--- src/rtl/cst_pkg.sv ---
package cst_pkg;
   typedef enum logic [2:0] {
      ST_IDLE   = 3'd0,
      ST_SETUP  = 3'd1,
      ST_STROBE = 3'd2,
      ST_GAP    = 3'd3,
      ST_HOLD   = 3'd4,
      ST_DONE   = 3'd5
   } cst_state_e;

   // reload value for a phase lasting (2*code+1) half cycles
   function automatic int unsigned half_reload(input int unsigned code);
      return 2 * code;
   endfunction
endpackage

--- src/rtl/cst_cfg_decode.sv ---
module cst_cfg_decode #(
   parameter int WAIT_W   = 4,
   parameter int MAX_WAIT = 10,
   parameter int CNT_W    = 5
) (
   input  logic [WAIT_W-1:0] wait_code,
   input  logic [1:0]        setup_code,
   input  logic [1:0]        hold_code,
   input  logic              burst,
   output logic [CNT_W-1:0]  setup_reload,
   output logic [CNT_W-1:0]  strobe_reload,
   output logic [CNT_W-1:0]  hold_reload
);
   import cst_pkg::*;
   localparam int CODE_MAX = (1 << WAIT_W) - 1;

   logic [WAIT_W-1:0] w_eff;

   generate
      if (CODE_MAX > MAX_WAIT) begin : g_clamp
         always_comb
            w_eff = (int'(wait_code) > MAX_WAIT) ? WAIT_W'(MAX_WAIT) : wait_code;
      end else begin : g_pass
         always_comb w_eff = wait_code;
      end
   endgenerate

   int unsigned pitch;
   always_comb begin
      pitch         = (int'(w_eff) < 2) ? 2 : int'(w_eff);
      setup_reload  = CNT_W'(half_reload(int'(setup_code)));
      hold_reload   = CNT_W'(half_reload(int'(hold_code)));
      if (burst) strobe_reload = CNT_W'(2 * pitch - 2);
      else       strobe_reload = CNT_W'(2 * int'(w_eff) + 1);
   end
endmodule

--- src/rtl/cst_phase_timer.sv ---
module cst_phase_timer #(
   parameter int CNT_W = 5
) (
   input  logic             clk,
   input  logic             rst_n,
   input  logic             load,
   input  logic [CNT_W-1:0] load_val,
   output logic             at_last
);
   logic [CNT_W-1:0] cnt_q;

   always_ff @(posedge clk or negedge rst_n) begin
      if (!rst_n)             cnt_q <= '0;
      else if (load)          cnt_q <= load_val;
      else if (cnt_q != '0)   cnt_q <= cnt_q - 1'b1;
   end

   assign at_last = (cnt_q == '0);
endmodule

--- src/rtl/cst_lane_enables.sv ---
module cst_lane_enables #(
   parameter int LANES = 2
) (
   input  logic             active,
   input  logic             is_write,
   input  logic [LANES-1:0] be,
   output logic [LANES-1:0] en_n
);
   generate
      for (genvar i = 0; i < LANES; i++) begin : g_lane
         assign en_n[i] = ~(active & (~is_write | be[i]));
      end
   endgenerate
endmodule

--- src/rtl/cst_card_strobe_gen.sv ---
module cst_card_strobe_gen #(
   parameter int ADDR_W      = 16,
   parameter int LANES       = 2,
   parameter int WAIT_W      = 4,
   parameter int MAX_WAIT    = 10,
   parameter int BURST_BEATS = 4
) (
   input  logic              clk,
   input  logic              rst_n,
   input  logic              req_valid,
   output logic              req_ready,
   input  logic [ADDR_W-1:0] req_addr,
   input  logic              req_write,
   input  logic [LANES-1:0]  req_be,
   input  logic [WAIT_W-1:0] cfg_wait,
   input  logic [1:0]        cfg_setup,
   input  logic [1:0]        cfg_hold,
   input  logic              cfg_burst,
   input  logic              ext_wait,
   output logic [ADDR_W-1:0] card_addr,
   output logic [LANES-1:0]  card_en_n,
   output logic              rd_n,
   output logic              wr_n,
   output logic              done
);
   import cst_pkg::*;

   localparam int CNT_W  = $clog2(2 * MAX_WAIT + 3);
   localparam int BEAT_W = (BURST_BEATS > 1) ? $clog2(BURST_BEATS) : 1;

   initial begin
      assert (MAX_WAIT >= 2 && MAX_WAIT < (1 << WAIT_W) + 1)
         else $error("MAX_WAIT out of range for WAIT_W");
      assert (LANES >= 1 && BURST_BEATS >= 1)
         else $error("LANES and BURST_BEATS must be positive");
   end

   cst_state_e         state_q, state_d;
   logic [CNT_W-1:0]   setup_rl, strobe_rl, hold_rl;
   logic [CNT_W-1:0]   strobe_rl_q, hold_rl_q, load_val;
   logic               load, at_last, accept;
   logic               write_q, burst_q;
   logic [LANES-1:0]   be_q;
   logic [ADDR_W-1:0]  addr_q;
   logic [BEAT_W-1:0]  beats_left_q;

   cst_cfg_decode #(.WAIT_W(WAIT_W), .MAX_WAIT(MAX_WAIT), .CNT_W(CNT_W)) u_dec (
      .wait_code     (cfg_wait),
      .setup_code    (cfg_setup),
      .hold_code     (cfg_hold),
      .burst         (cfg_burst),
      .setup_reload  (setup_rl),
      .strobe_reload (strobe_rl),
      .hold_reload   (hold_rl)
   );

   cst_phase_timer #(.CNT_W(CNT_W)) u_tmr (
      .clk      (clk),
      .rst_n    (rst_n),
      .load     (load),
      .load_val (load_val),
      .at_last  (at_last)
   );

   assign accept = (state_q == ST_IDLE) && req_valid;

   always_comb begin
      state_d  = state_q;
      load     = 1'b0;
      load_val = '0;
      unique case (state_q)
         ST_IDLE: if (req_valid) begin
            state_d = ST_SETUP; load = 1'b1; load_val = setup_rl;
         end
         ST_SETUP: if (at_last) begin
            state_d = ST_STROBE; load = 1'b1; load_val = strobe_rl_q;
         end
         ST_STROBE: if (at_last) begin
            load = 1'b1;
            if (ext_wait) begin
               load_val = CNT_W'(1);
            end else if (burst_q && beats_left_q != '0) begin
               state_d = ST_GAP;
            end else begin
               state_d = ST_HOLD; load_val = hold_rl_q;
            end
         end
         ST_GAP: begin
            state_d = ST_STROBE; load = 1'b1; load_val = strobe_rl_q;
         end
         ST_HOLD: if (at_last) state_d = ST_DONE;
         ST_DONE: state_d = ST_IDLE;
         default: state_d = ST_IDLE;
      endcase
   end

   always_ff @(posedge clk or negedge rst_n) begin
      if (!rst_n) begin
         state_q      <= ST_IDLE;
         write_q      <= 1'b0;
         burst_q      <= 1'b0;
         be_q         <= '0;
         addr_q       <= '0;
         beats_left_q <= '0;
         strobe_rl_q  <= '0;
         hold_rl_q    <= '0;
      end else begin
         state_q <= state_d;
         if (accept) begin
            write_q      <= req_write;
            burst_q      <= cfg_burst;
            be_q         <= req_be;
            addr_q       <= req_addr;
            beats_left_q <= cfg_burst ? BEAT_W'(BURST_BEATS - 1) : '0;
            strobe_rl_q  <= strobe_rl;
            hold_rl_q    <= hold_rl;
         end else if (state_q == ST_GAP) begin
            addr_q       <= addr_q + ADDR_W'(LANES);
            beats_left_q <= beats_left_q - 1'b1;
         end
      end
   end

   logic card_active, strobing;
   assign card_active = (state_q == ST_SETUP) || (state_q == ST_STROBE) ||
                        (state_q == ST_GAP)   || (state_q == ST_HOLD);
   assign strobing    = (state_q == ST_STROBE);

   cst_lane_enables #(.LANES(LANES)) u_lanes (
      .active   (card_active),
      .is_write (write_q),
      .be       (be_q),
      .en_n     (card_en_n)
   );

   assign rd_n      = ~(strobing & ~write_q);
   assign wr_n      = ~(strobing &  write_q);
   assign done      = (state_q == ST_DONE);
   assign req_ready = (state_q == ST_IDLE);
   assign card_addr = addr_q;
endmodule

--- config.mk ---
export PLATFORM = sky130hd
export DESIGN_NAME = cst_card_strobe_gen
export DESIGN_NICKNAME = d
export VERILOG_FILES = /design/src/rtl/cst_pkg.sv /design/src/rtl/cst_cfg_decode.sv /design/src/rtl/cst_phase_timer.sv /design/src/rtl/cst_lane_enables.sv /design/src/rtl/cst_card_strobe_gen.sv
export SDC_FILE = /design/constraint.sdc
export NUM_CORES = 1
export LEC_CHECK = 0
export BUFFER_PORTS_ARGS = -buffer_cell sky130_fd_sc_hd__buf_2
export CORE_AREA = 2 2 67 69
export DETAILED_ROUTE_END_ITERATION = 8
export DIE_AREA = 0 0 69 71
export PLACE_DENSITY = 0.81
export SLEW_MARGIN = 30
export SYNTH_ARGS = -nofsm -noshare
export SYNTH_HDL_FRONTEND = slang
export SYNTH_SLANG_ARGS = --single-unit
--- constraint.sdc ---
create_clock -name clk -period 2.3 [get_ports clk]
set_input_delay 0.46 -clock clk [delete_from_list [all_inputs] [get_ports clk]]
set_output_delay 0.46 -clock clk [all_outputs]
set_load 0.05 [all_outputs]
## After elaboration in Yosys (flattened, before gate mapping)

Cells that the tools add are included.

- Input bits: 32
- Logic and storage cells: 76
- Output and inout port bits: 22
- Bits in registers: 37

- $lt $le $gt $ge: 2
- Mux-type cells: 26
- Bitwise gates (word level): 11
- Add/sub/neg operators: 5
- Reduce and logical (&&, ||, !) cells: 13
- Equality and inequality tests: 10

Operators by type and width:

| kind | count |
|---|---|
| two-way mux 16 bit | 2 |
| two-way mux 3 bit | 10 |
| two-way mux 5 bit | 4 |
| case mux 5 bit (4 select lines) | 1 |
| adder 16 x 2 -> 16 bit (second input constant) | 1 |
| case mux 3 bit (5 select lines) | 1 |
| inequality test 2 bit (second input constant) | 5 |
| two-way mux 4 bit | 2 |
| == test 3 x 2 -> 1 bit (second input constant) | 2 |
| == test 3 bit (second input constant) | 2 |
| two-way mux 2 bit | 3 |
| nonzero test 2 bit | 3 |
| adder 5 x 1 -> 5 bit (second input constant) | 1 |
| logical NOT 5 bit | 1 |
| NOT 1 bit | 5 |
| AND reduction 5 bit | 1 |
| nonzero test 5 bit | 1 |
| subtractor 5 x 1 -> 5 bit (second input constant) | 1 |
| subtractor 5 x 2 -> 5 bit (second input constant) | 1 |
| AND 1 bit | 4 |
| greater-than comparator 4 bit (second input constant) | 1 |
| < comparator 4 x 2 -> 1 bit (second input constant) | 1 |
| == test 3 x 1 -> 1 bit (second input constant) | 1 |
| logical NOT 3 bit | 1 |
| 7 further kinds | 12 |

## Logic depth before layout (Yosys ltp)

Gate-level depths: netlist of run 1.

- Depth after elaboration: 7
- Depth in mapped cells: 8
- Gate-level depth less buffers: 7

## Modules after synthesis

A second synthesis of run 1 with hierarchy kept.

- Cell total of the unflattened synthesis: 281
- Area, all modules: 2,391.0 µm²

By module, submodules not included:

| module | area an instance (µm²) | sequential area each (µm²) | times used | cells each |
|---|---|---|---|---|
| cst_card_strobe_gen | 1,889.3 | 875.8 | 1 | 220 |
| cst_phase_timer | 279.0 | 125.1 | 1 | 27 |
| cst_cfg_decode | 209.0 | 0.0 | 1 | 31 |
| cst_lane_enables | 13.8 | 0.0 | 1 | 3 |

## Worst setup path after synthesis of run 1

OpenSTA, ideal clock, no wires.

- Kind: register -> output
- Start: register state_q[1]
- End: output card_en_n[0]
- Path slack: -0.565 ns
- Cell stages (with the launch flop): 5
- Buffers on the path: 1
- Data required time: 1.840 ns
- Arrival: 2.405 ns
- Cells stage by stage: dfrtp_1 > buf_2 > nor3_1 > nor2_1 > o21ai_0

- Cells in the longest elaborated chain, start to end: 6
- Elaborated cells on any way between the ends: 9
- Those cells by class: 4 x eq/ne; 2 x bitwise; 3 x reduce/logical

RTL lines:

| what | RTL line | text |
|---|---|---|
| from (decl) | cst_card_strobe_gen.sv:38 | `cst_state_e state_q, state_d;` |
| from (signal assigned) | cst_card_strobe_gen.sv:108 | `state_q <= state_d;` |
| == test 3 x 1 -> 1 bit or == test 3 x 2 -> 1 bit (tied branches) | cst_card_strobe_gen.sv:125 | `assign card_active = (state_q == ST_SETUP) \|\| (state_q == ST_STROBE) \|\|` |
| logical OR 1 bit (2 in a row) | cst_card_strobe_gen.sv:125 |  |
| logical OR 1 bit (*) | cst_card_strobe_gen.sv:126 | `(state_q == ST_GAP) \|\| (state_q == ST_HOLD);` |
| AND 1 bit (*) | cst_lane_enables.sv:11 | `assign en_n[i] = ~(active & (~is_write \| be[i]));` |
| NOT 1 bit (*) | cst_lane_enables.sv:11 |  |
| to (decl) | cst_card_strobe_gen.sv:21 | `output logic [LANES-1:0] card_en_n,` |

Mark *: on every way between the ends. The rest lies on a longest branch, timed or not.

## Worst setup path in the final report of run 1

- Start: register u_tmr.cnt_q[0]
- End: register u_tmr.cnt_q[4]

- Cells in the longest elaborated chain, start to end: 4
- Elaborated cells on any way between the ends: 10
- Those cells by class: 1 x add/sub; 6 x mux; 3 x reduce/logical

RTL lines:

| what | RTL line | text |
|---|---|---|
| from (decl) | cst_phase_timer.sv:10 | `logic [CNT_W-1:0] cnt_q;` |
| from (signal assigned) | cst_phase_timer.sv:14 | `else if (load) cnt_q <= load_val;` |
| from (signal assigned) | cst_phase_timer.sv:15 | `else if (cnt_q != '0) cnt_q <= cnt_q - 1'b1;` |
| branches (longest 4 deep; another with subtractor 5 x 1 -> 5 bit) | - |  |

Parallel ways; which one is timed is not known. The select of a mux whose other input is x is not followed.
A chain may end at the register's enable or synchronous reset.

==> results.cfg, run 1 <==
[placed_design]
routabilityCongestion = 0.842
io_buffers = 53
dp_hpwl_um = 3360

[global_route]
gr-total-overflow = 0
grtUsageTotal_pct = 19.4
grt_pass1_vias = 1761
antenna_found_initial = 0
grt_first_pass_wirelength_um = 7740
grt_max_degree = 38

[cts]
cts_tree = done
clk-insertion-delay-late_ps = 280
cts.sinks = 37
numCtsBuffers = 5
cts_hold_buf = 0
htree_num_levels = 2
cts_resized = 0
clk_pin_slew_ps = 70
root_buffer = clkbuf_8
cts_buffer_depth = 2
postCtsSetupBuffers = 0

[logic_synthesis]
syn_nets = 275
avgSynthCellArea_um2 = 8.88
ys.flop_type = dfrtp_1
synthArstFlopShare_pct = 100
synth_top_area_share_pct = 43.6
synth_cell_type_count = 48
synth_warnings = 0
ys_seq_area_share_pct = 43.6
synth_area_um2 = 2120
synth_edf_count = 0
ys_seq_elements = 37
synthTopCellsByArea = dfrtp_1 (44%), nand2_1 (10%), xor2_1 (4.1%), o21ai_0 (3.5%), xnor2_1 (3.3%)
synth_area_leader_cell = dfrtp_1
syn_inst = 239

[finish]
layout_commonest_cell = nand2_1
syn_to_final_growth_pct = 18.4
drive_gt1_share_pct = 25.9
diodes = 0
final_cell_mix = nand2_1 (57), buf_2 (53), dfrtp_1 (37)
fin_nets = 326

[routing]
routedWlPerCell_um = 13.2
route.vias.total = 1812
route.detailed.drc = 0
wirelength_um = 4520
ant_nets = 0
wl_met2_um = 2220
wl_met1_um = 2080
route.met3.wl_um = 173
via_per_inst = 5.30
drt_iter0_markers = 153
dr.pass1.iters = 4
top_layer = met4

[worst_setup_path]
cp.arrival_ps = 2310
cp-end-kind = register
path_buf_inv = 1
cp_data_required_time_ps = 2470
startpoint_type = register
cp_max_fo = 6
rr_endpoint = u_tmr.cnt_q[4]
path_class = register to register
crit_family = simple AND/OR/NAND/NOR gates
r2r_slack_ps = 170
slowest_stage = nor4b_2
r2r_start = u_tmr.cnt_q[0]
crit_chain = inv_1 > ha_1 > nor4b_2 > nor2_1 > nor2_4 > a31oi_1 > a32o_1
critical_path.max_stage_delay_ps = 510
reg2reg_depth = 7

[sta]
fin_crit_ps = 2130
fin_crit_sh_pct = 92.8
fin_worst_skew_ps = 5.12
drv_slew = 0
final.setup.tns_ps = 0
rsz0062_at_grt = no
slew_headroom_pct = 45.5
worst_pin_slew_ps = 818
finalHoldViolCount = 0
max_clock_freq_ghz = 0.468
final-setup-viol-count = 0
hold_ws_ps = 262

[pwr]
pwr-share-comb_pct = 55.0
power_frac_clock_pct = 11.4
power_frac_seq_pct = 33.6
p_int_mw = 1.89
power.switching_mw = 2.02
irDropWorstVdd_uv = 1040
power.leakage_nw = 1.17
power_density_nw_per_um2 = 1550
switching_share_pct = 51.6

[floorplan]
die_area_um2 = 4900
die_y_um = 71
die_x_um = 69
core_um2 = 4200
initial_utilization_pct = 50.5
rows = 24
io_pins = 54

[flow_run]
drv_cap = 0

[outcome]
status = finished clean

[hold_path]
hp-class = primary input to asynchronous set/reset pin
## flip-flops by register name (all words and copies together) (netlist names)
| name | cells |
|---|---|
| write_q | 1 |
| burst_q | 1 |
| state_q | 3 |
| u_tmr.cnt_q | 5 |
| beats_left_q | 2 |
| be_q | 2 |
| hold_rl_q | 2 |
| card_addr | 16 |
| strobe_rl_q | 5 |
## stage by stage
stage / power [mW] / cells / area [um2] / utilization (%) / setup slack, ps
after global routing: 4.18 / 342 / 2510 / 59.8 / 51.2
after floorplan: 2.97 / 239 / 2130 / - / 198
final: 3.91 / 342 / 2510 / 59.8 / 165
after global placement: 3.40 / 335 / 2430 / 57.7 / 349
after CTS: 3.92 / 342 / 2510 / 59.8 / 196
after detailed placement: 3.46 / 335 / 2430 / 57.7 / 219
## per-layer routing
metal,vias up,track usage [%]
met5,-,0
met4,0,6.10
met3,5,3.70
met2,40,32.6
met1,846,25.6
li1,921,-
## synth_stat cells (all sizes together), types with 3 or more instances
cell	n
inv	7
xnor2	8
and3	3
mux2i	3
dfrtp	37
a211oi	3
nand4	5
nor2b	4
buf	7
a21oi	8
ha	4
o21ai	22
clkbuf	5
nor2	16
nor4	3
nand2	57
nand2b	5
nor3	4
nand3	3
xor2	10
## power groups by stage
stage | clock [mW] | sequential (mW) | combinational [mW]
detailed placement | 0 | 1.32 | 2.14
CTS | 0.458 | 1.31 | 2.16
global placement | 0 | 1.30 | 2.10
global route | 0.480 | 1.36 | 2.34
finish | 0.445 | 1.31 | 2.15
floorplan | 0 | 1.67 | 1.30
## worst max-delay path by stage
stage                     cells after the start        endpoint  slack [ps]            from
after floorplan                               3    card_en_n[0]         200      state_q[0]
after global placement                        6  u_tmr.cnt_q[4]         350  u_tmr.cnt_q[0]
after detailed placement                      7  u_tmr.cnt_q[4]         220  u_tmr.cnt_q[0]
after CTS                                     4    card_en_n[1]         200      state_q[0]
after global routing                          7  u_tmr.cnt_q[4]          50  u_tmr.cnt_q[0]
final                                         7  u_tmr.cnt_q[4]         170  u_tmr.cnt_q[0]
## final cells by class
class                           count  area (um2)
Fill cell                         378        1690
Multi-Input combinational cell    183        1120
Sequential cell                    37         926
Timing Repair Buffer               56         288
Clock buffer                        7        86.3
Tap cell                           52        65.1
Inverter                            7        26.3
## cell families (layout without fill, tap and decap cells)
kind of cell	count (synthesis)	in the layout	share of synthesized area [%]
buffers and inverters	19	70	4.07
and+or+nand+nor	110	110	26.9
AOI/OAI and AO/OA	48	48	14.2
muxes	3	3	1.42
xor gates and xnor gates	18	18	7.43
adders and majority gates	4	4	2.36
DFF	37	37	43.6
Note: power is estimated with default switching activity, not from simulation.
==> inputs of run 2 (changes only) <==
- CORE_AREA: 2 2 67 69 -> 2 2 69 71
- DIE_AREA: 0 0 69 71 -> 0 0 71 73
- PLACE_DENSITY: 0.81 -> 0.77
- SLEW_MARGIN: 30 -> not set
==> results.cfg, run 2 (synthesis gave the netlist of run 1 again) <==
[finish]
fin_nets = 326
multi_input_area_um2 = 1120
drive_gt1_share_pct = 26.5
final-seq-area_um2 = 926
syn_to_final_growth_pct = 19.8
diodes = 0
final_cell_mix = nand2_1 (57), buf_2 (53), dfrtp_1 (37)
largest_register_ff_count = 16
nFillCells = 412
layout_commonest_cell = nand2_1

[worst_setup_path]
startpoint = state_q[0]
cp_data_required_time_ps = 1840
cp.arrival_ps = 1640
cp_max_fo = 14
path_class = register to primary output
r2r_start = u_tmr.cnt_q[0]
startpoint_type = register
cp-end-kind = primary output

[global_route]
grt_first_pass_wirelength_um = 7210
grt_max_degree = 38
gr-total-overflow = 0
grt_pass1_vias = 1570
grtUsageTotal_pct = 17.6
antenna_found_initial = 0

[routing]
drt_iter0_markers = 108
wirelength_um = 4370
wl_met1_um = 2020
route.met3.wl_um = 188
top_layer = met4
ant_nets = 0
routedWlPerCell_um = 12.7
route.vias.total = 1791
wl_met2_um = 2120
route.detailed.drc = 0
dr.pass1.iters = 4
via_per_inst = 5.19

[floorplan]
die_x_um = 71
die_y_um = 73
initial_utilization_pct = 46.8
io_pins = 54
die_area_um2 = 5180
core_um2 = 4540
rows = 25

[sta]
rsz0062_at_grt = no
drv_slew = 0
finalHoldViolCount = 0
slew_headroom_pct = 45.4
hold_ws_ps = 269
fin_crit_ps = 2100
fin_crit_sh_pct = 91.4
fin_worst_skew_ps = 7.49
final.setup.tns_ps = 0
final-setup-viol-count = 0
worst_pin_slew_ps = 819
max_clock_freq_ghz = 0.476
timing.final.ws_setup_ps = 197

[placed_design]
routabilityCongestion = 0.863
io_buffers = 53
preCtsSetupSlack_ps = 263
dp_hpwl_um = 3210

[cts]
root_buffer = clkbuf_8
cts_buffer_depth = 2
cts_tree = done
htree_num_levels = 2
numCtsBuffers = 5
cts.sinks = 37
clk_pin_slew_ps = 70
cts_hold_buf = 0
clk-insertion-delay-late_ps = 290
cts_resized = 0
postCtsSetupBuffers = 0

[pwr]
irDropWorstVdd_uv = 741
power_density_nw_per_um2 = 1550
pwr-share-comb_pct = 54.7
p_int_mw = 1.94
power.switching_mw = 2.00
power.leakage_nw = 1.18
power_frac_clock_pct = 12.4
power_frac_seq_pct = 33.0
switching_share_pct = 50.7

[flow_run]
drv_cap = 0

[outcome]
status = finished clean

[hold_path]
hp-class = primary input to asynchronous set/reset pin
[run 2: changes by cell type in the layout (fill, tap and decap cells not counted), sizes merged]
| cell | previous run | this run |
|---|---|---|
| clkinv | 0 | 1 |
[run 2: cell type report]
class | count | share of cell area (%)
Clock buffer | 7 | 3.79
Clock inverter | 1 | 0.197
Inverter | 7 | 1.03
Multi-Input combinational cell | 183 | 44.1
Sequential cell | 37 | 36.4
Tap cell | 54 | 2.66
Timing Repair Buffer | 56 | 11.8
[run 2: power groups by stage]
stage | Sequential (mW) | Combinational (mW) | Clock, mW
after CTS | 1.30 | 2.17 | 0.506
final | 1.30 | 2.15 | 0.486
after detailed placement | 1.31 | 2.15 | 0
after global routing | 1.35 | 2.36 | 0.530
after floorplan | 1.67 | 1.30 | 0
after global placement | 1.30 | 2.12 | 0
[run 2: metrics by stage]
stage / utilization (%) / power [mW] / cells / cell area [um2]
global route: 56.1 / 4.24 / 345 / 2540
CTS: 56.1 / 3.97 / 345 / 2540
global placement: 53.8 / 3.43 / 337 / 2440
finish: 56.1 / 3.93 / 345 / 2540
floorplan: - / 2.97 / 239 / 2130
detailed placement: 53.8 / 3.46 / 337 / 2440
[run 2: routing by layer]
metal,track usage [%],vias to the layer above
met5,0,-
met4,6.08,0
met3,4.56,5
met2,26.4,42
met1,24.8,824
li1,-,920
[run 2: final timing paths]
| kind | endpoint | slack [ps] | cells past startpoint |
|---|---|---|---|
| setup reg to reg | u_tmr.cnt_q[4] | 240 | 6 |
| max in group asynchronous | be_q[1] | 1510 | 1 |
| min in group clk | be_q[0] | 360 | 3 |
| hold / removal | strobe_rl_q[4] | 270 | 1 |
| hold reg to reg | burst_q | 470 | 2 |
| setup / recovery | card_en_n[1] | 200 | 4 |
[run 2: critical path: stages, from the launching register on]
cell     delay [ps]
dfrtp_1         560
nor3_4          320
nor2_1          100
o21ai_0          90
buf_2           290
==> inputs of run 3 (changes only) <==
- CAP_MARGIN: not set -> 20
- CORE_AREA: 2 2 69 71 -> 5 5 72 74
- DIE_AREA: 0 0 71 73 -> 0 0 77 79
==> results.cfg, run 3 (synthesis gave the netlist of run 1 again) <==
[global_route]
grt_pass1_vias = 1773
antenna_found_initial = 0
grt_first_pass_wirelength_um = 7910
gr-total-overflow = 0
grtUsageTotal_pct = 15.7
grt_max_degree = 38

[cts]
clk_pin_slew_ps = 70
cts_resized = 0
root_buffer = clkbuf_8
cts_buffer_depth = 2
postCtsSetupBuffers = 0
cts_hold_buf = 0
clk-insertion-delay-late_ps = 280
cts.sinks = 37
cts_tree = done
htree_num_levels = 2
numCtsBuffers = 5

[sta]
fin_crit_ps = 2100
rsz0062_at_grt = no
finalHoldViolCount = 0
final-setup-viol-count = 0
fin_crit_sh_pct = 91.4
slew_headroom_pct = 44.1
worst_pin_slew_ps = 838
drv_slew = 0
max_clock_freq_ghz = 0.475
final.setup.tns_ps = 0
fin_worst_skew_ps = 7.81
hold_ws_ps = 284

[flow_run]
drv_cap = 0

[floorplan]
core_um2 = 4540
die_y_um = 79
rows = 25
io_pins = 54
initial_utilization_pct = 46.8
die_area_um2 = 6080
die_x_um = 77

[worst_setup_path]
cp-end-kind = primary output
cp_max_fo = 14
path_class = register to primary output
cp_data_required_time_ps = 1840
startpoint_type = register
r2r_start = u_tmr.cnt_q[0]
cp.arrival_ps = 1640
startpoint = state_q[0]
r2r_slack_ps = 260

[finish]
fin_nets = 326
nFillCells = 403
layout_commonest_cell = nand2_1
final_area_um2 = 2540
diodes = 0
largest_register_ff_count = 16
syn_to_final_growth_pct = 19.5
final_cell_mix = nand2_1 (57), buf_2 (53), dfrtp_1 (37)
drive_gt1_share_pct = 26.1

[routing]
dr.pass1.iters = 4
route.detailed.drc = 0
route.vias.total = 1815
routedWlPerCell_um = 13.3
wirelength_um = 4580
ant_nets = 0
drt_iter0_markers = 122
via_per_inst = 5.26

[outcome]
status = finished clean

[hold_path]
hp-class = primary input to asynchronous set/reset pin

[pwr]
irDropWorstVdd_uv = 963
power.leakage_nw = 1.18
power_density_nw_per_um2 = 1540

[placed_design]
dp_hpwl_um = 3420
dpl_cell_area_um2 = 2450
io_buffers = 53
routabilityCongestion = 0.899
-- run 3: layout make-up --
class | instances | area, um2 | area share [%]
clock buffers | 6 | 72.6 | 2.86
multi-input cells | 183 | 1120 | 44.2
well taps | 54 | 67.6 | 2.66
clock inverters | 2 | 10.0 | 0.395
repair buffers | 56 | 313 | 12.3
inverters | 7 | 26.3 | 1.04
flip-flops and latches | 37 | 926 | 36.5
-- run 3: final timing paths --
| kind | endpoint | depth (start not counted) |
|---|---|---|
| max in group asynchronous | burst_q | 1 |
| min in group clk | hold_rl_q[2] | 3 |
| min reg2reg | burst_q | 2 |
| max reg2reg | u_tmr.cnt_q[4] | 6 |
| max | card_en_n[1] | 4 |
| min | strobe_rl_q[2] | 1 |
-- run 3: worst max-delay path: stages (launching register included) --
cell     delay, ps
dfrtp_1        570
nor3_4         310
nor2_1         100
o21ai_0         90
buf_2          290
-- run 3: per-layer routing --
metal / track usage, % / up-vias / part of all wire (%)
met4: 5.15 / 0 / 0.89
met2: 25.6 / 45 / 50
met1: 20.8 / 848 / 45
met5: 0 / - / 0
met3: 3.51 / 2 / 4.8
li1: - / 920 / -
-- run 3: power by group --
part	switching, mW	internal [mW]
clock network	0.215	0.210
registers	0.339	0.963
logic	1.47	0.721
-- run 3: stage by stage --
stage | setup slack (ps) | power [mW] | instances | util [%]
2_1_floorplan | 198 | 2.97 | 239 | -
3_3_place_gp | 334 | 3.46 | 337 | 54.1
3_5_place_dp | 278 | 3.50 | 337 | 54.1
4_1_cts | 210 | 3.94 | 345 | 55.9
5_1_grt | 109 | 4.21 | 345 | 55.9
6_report | 197 | 3.92 | 345 | 55.9
